**config.mk**
```make
export PLATFORM = sky130hd
export DESIGN_NAME = i2c_byte_shifter
export DESIGN_NICKNAME = d
export VERILOG_FILES = /design/src/rtl/i2c_byte_shifter.sv
export SDC_FILE = /design/constraint.sdc
export NUM_CORES = 1
export LEC_CHECK = 0
export BUFFER_PORTS_ARGS = -buffer_cell sky130_fd_sc_hd__buf_2
export CORE_UTILIZATION = 45
export CTS_CLUSTER_SIZE = 10
export DETAILED_ROUTE_END_ITERATION = 8
export GPL_TIMING_DRIVEN = 0
export PLACE_DENSITY = 0.72
export SLEW_MARGIN = 15
export SYNTH_ARGS = -nofsm -noshare
export SYNTH_HDL_FRONTEND = slang
export SYNTH_SLANG_ARGS = --single-unit
```
**constraint.sdc**
```tcl
create_clock -name clk -period 4.2 [get_ports clk]
set_clock_uncertainty 0.2 [all_clocks]
set_input_delay 0.63 -clock clk [delete_from_list [all_inputs] [get_ports clk]]
set_output_delay 0.63 -clock clk [all_outputs]
set_load 0.05 [all_outputs]
```
**src/rtl/i2c_byte_shifter.sv**
```systemverilog
module i2c_byte_shifter #(
  parameter int W = 8
) (
  input  logic         clk,
  input  logic         rst_n,
  input  logic         enable,
  input  logic         wr_en,
  input  logic [W-1:0] wr_data,
  output logic [W-1:0] rd_data,
  input  logic         tx_mode,
  input  logic         scl_in,
  input  logic         sda_in,
  output logic         sda_out,
  output logic         busy
);
  localparam int CW = $clog2(W);

  logic         scl_s, sda_s, scl_f, sda_f, scl_q, stb;
  logic [W-1:0] sreg;
  logic [CW-1:0] cnt;
  logic         wr_ok;

  always_ff @(posedge clk or negedge rst_n)
    if (!rst_n) begin
      scl_s <= 1'b1; sda_s <= 1'b1;
      scl_f <= 1'b1; sda_f <= 1'b1;
      scl_q <= 1'b1; stb <= 1'b0;
    end else begin
      scl_s <= scl_in;
      sda_s <= sda_in;
      if (scl_s == scl_in) scl_f <= scl_in;
      if (sda_s == sda_in) sda_f <= sda_in;
      scl_q <= scl_f;
      stb   <= scl_f & ~scl_q & enable;
    end

  assign wr_ok = wr_en & enable & ~busy;

  always_ff @(posedge clk)
    if (wr_ok)
      sreg <= wr_data;
    else if (stb)
      sreg <= {sreg[W-2:0], tx_mode ? 1'b1 : sda_f};

  always_ff @(posedge clk or negedge rst_n)
    if (!rst_n) begin
      busy <= 1'b0;
      cnt  <= '0;
    end else if (wr_ok) begin
      busy <= 1'b1;
      cnt  <= '0;
    end else if (stb) begin
      if (cnt == CW'(W-1)) begin
        busy <= 1'b0;
        cnt  <= '0;
      end else begin
        busy <= 1'b1;
        cnt  <= cnt + 1'b1;
      end
    end

  assign rd_data = sreg;
  assign sda_out = sreg[W-1];

  p_scl_filter_r1: assert property (@(posedge clk) disable iff (!rst_n)
    (scl_f != $past(scl_f)) |-> ($past(scl_in) == scl_f && $past(scl_in, 2) == scl_f));
  p_sda_filter_r1: assert property (@(posedge clk) disable iff (!rst_n)
    (sda_f != $past(sda_f)) |-> ($past(sda_in) == sda_f && $past(sda_in, 2) == sda_f));
  p_strobe_after_rise_r2: assert property (@(posedge clk) disable iff (!rst_n)
    stb |-> ($past(scl_f) && !$past(scl_f, 2)));
  p_busy_fall_on_shift_r7: assert property (@(posedge clk) disable iff (!rst_n)
    $fell(busy) |-> $past(stb));
  p_write_ignored_busy_r6: assert property (@(posedge clk) disable iff (!rst_n)
    (busy && wr_en && !stb) |=> $stable(sreg));
  p_disabled_frozen_r8: assert property (@(posedge clk) disable iff (!rst_n)
    (!enable && !stb) |=> ($stable(sreg) && $stable(busy)));
endmodule

```
==> run_results.csv <==
group,metric,value,unit
status,status,"complete, but fails checks",
status,violations,"DRC",
logic_synthesis,yosys.area.top_type,"edfxtp_1",
drt,drt-initial-drc-count,10,
setup_path,crit_type,"flop to output port",
logic_synthesis,synth_top_area_frac,0.306,
min_path,hold_start,"scl_f",
timing,slew_headroom,0.747,
logic_synthesis,synth_nets,66,
global_routing,grt_pass1_wl,2.03,mm
setup_path,critPathCaptureType,"output port",
clock_network,cts_made_buffers,3,
clock_network,tritoncts,"built",
power_and_ir_drop,combPwrFrac,0.248,
drt,wire_per_inst,12.9,µm
drt,final_antenna_net_count,0,
power_and_ir_drop,finalPower,425,µW
drt,routed_wl,1.21,mm
layout,area_delta_synth_final,22.5,%
global_routing,grt_max_degree,11,
drt,firstDrtPassIters,5,
floorplan,dieArea,1920,µm²
run,cap_violations,0,
placed_design,place_congestion,0.635,
power_and_ir_drop,power_frac_clock,0.206,
timing,rsz0062_at_grt,"no",
setup_path,crit_slowest_cell,"edfxtp_1",
setup_path,r2r_slack,2.62,ns
timing,period_share,0.442,
power_and_ir_drop,swShare,0.299,
clock_network,clk_pin_slew,0.10,ns
logic_synthesis,ys_seq_area_frac,0.632,
global_routing,grt_pass1_vias,474,
timing,setup_viol,0,
power_and_ir_drop,ir_worst_vdd,0.272,mV
placed_design,port_buffers,24,
drt,viasPerCell,4.96,
power_and_ir_drop,seqPwrFrac,0.545,
layout,nNetsFinal,96,
layout,layout_commonest_cell,"buf_2",
setup_path,r2r_cells,3,
min_path,hp-class,"flop to flop",
logic_synthesis,synth_cell_types,19,
floorplan,row_count,14,
clock_network,cts_sinks,18,
clock_network,cts-htree-levels,1,
logic_synthesis,syn_inst,49,
setup_path,worstReg2RegEnd,"rd_data[4]",
logic_synthesis,synth_area,786,µm²
layout,drive_above_1_share,0.538,
floorplan,fp.coreArea,1580,µm²
global_routing,grt_util_all_layers,0.154,
floorplan,io_pins,25,
logic_synthesis,yosys_warnings,0,
clock_network,cts_root_buf,"clkbuf_4",
timing,tns,0,ns
setup_path,crit_chain,"buf_4 -> buf_2",
timing,hold_viol,0,
min_path,whs_path_depth,0,
setup_path,cp_data_arrival_time,1.03,ns
setup_path,worst-path-max-fanout,2,
timing,fmax,538,MHz
setup_path,r2r_start,"busy",
clock_network,postCtsSetupBuffers,0,
power_and_ir_drop,p_switching,127,µW
logic_synthesis,synth-seq-cells,18,
layout,final_cell_mix,"buf_2 (24), edfxtp_1 (8), mux2_4 (7)",
min_path,min_to,"scl_q",
drt,drc,1,
floorplan,fp.dieW,43.8,µm
power_and_ir_drop,p_int,298,µW
timing,tightest_slew,0.380,ns
timing,maxSlewViolCount,0,
timing,hold_slack,0.180,ns
logic_synthesis,avgSynthCellArea,16.0,µm²
floorplan,die_h,43.8,µm
placed_design,hpwl,919,µm
floorplan,initial_core_util,0.498,
power_and_ir_drop,cellPowerDensity,442,nW/µm²
setup_path,slowest_delay,0.40,ns
layout,fill_cells,129,
global_routing,antenna_found_initial,0,
drt,vias,466,
clock_network,cts_buffer_depth,2,
clock_network,insertion_delay,0.29,ns
logic_synthesis,synth.area.top_cells,"edfxtp_1 (31%), dfstp_2 (17%), dfrtp_1 (16%)",
setup_path,crit_path_start_kind,"flop",
layout,n_antenna_cell,0,
power_and_ir_drop,p_leak,0.000459,µW
global_routing,grt_overflow,0,
timing,fin_crit,1.86,ns
setup_path,critPathRequiredTime,3.37,ns
==> repair_timing <==
action,CTS,global route
hold buffers,1,0
endpoints found under the hold margin,5,0
resized for setup,0,0
==> kinds of logic after synthesis <==
logic type,Yosys count,share of synthesized area
DFF,18,0.632
and+or+nand+nor,12,0.0987
muxes,9,0.159
adders and majority gates,4,0.0573
AOI/OAI and AO/OA,3,0.0239
buffers and inverters,3,0.0287
==> power groups by stage <==
| stage | Clock [µW] | Combinational, µW | Sequential [µW] |
|---|---|---|---|
| detailed placement | 0 | 106 | 236 |
| global route | 97.2 | 116 | 236 |
| CTS | 93.1 | 107 | 232 |
| global placement | 0 | 102 | 235 |
| finish | 87.7 | 106 | 232 |
| floorplan | 0 | 53.8 | 259 |
==> sequential cells by signal (all words and copies together) (netlist names) <==
signal	flops
cnt	3
scl_s	1
rd_data	8
sda_s	1
sda_f	1
scl_q	1
stb	1
busy	1
scl_f	1
==> critical path, delay by kind of cell (launching register included) <==
kind,cells,cell delay (ns)
buf+inv,2,0.34
flops,1,0.40
==> cells in the mapped netlist <==
cell / n
dfrtp_1: 5
nand3b_1: 2
or3b_1: 1
nand2b_1: 3
inv_1: 1
edfxtp_1: 8
a21oi_2: 1
mux2i_1: 2
a21oi_1: 1
buf_6: 1
ha_1: 2
mux2_4: 7
buf_4: 1
maj3_1: 2
and2_1: 1
and3b_1: 2
nor2_1: 3
dfstp_2: 5
o21ai_0: 1
==> per-layer routing <==
metal	global-route usage	vias up	routed length, µm
met3	0.0250	2	39
met2	0.251	12	647
met4	0.113	0	9
met1	0.184	219	514
met5	0	-	0
li1	-	233	-
==> final cells by class <==
cell class,instances,area (µm²),share of cell area
plain buffers,2,18.8,0.0195
clock buffers,4,26.3,0.0273
inverters,1,3.75,0.00390
multi-input cells,28,267,0.277
flip-flops and latches,18,497,0.516
well taps,16,20.0,0.0208
repair buffers,25,130,0.135
==> metrics by stage <==
stage                     cell area, µm²  setup WS (ns)  utilization  cells
after detailed placement             926           2.35        0.587     89
after global routing                 962           2.29        0.610     94
after CTS                            962           2.33        0.610     94
final                                962           2.34        0.610     94
after floorplan                      786           2.47            -     49
after global placement               926           2.38        0.587     89
==> worst max-delay path by stage <==
stage	startpoint	end	slack (ns)	depth (start not counted)
floorplan	rd_data[7]	rd_data[7]	2.47	1
global placement	enable	rd_data[0]	2.38	4
detailed placement	enable	rd_data[2]	2.35	4
CTS	rd_data[7]	rd_data[7]	2.33	2
global route	rd_data[7]	rd_data[7]	2.29	2
finish	rd_data[7]	rd_data[7]	2.34	2
Note: power is estimated with default switching activity, not from simulation.
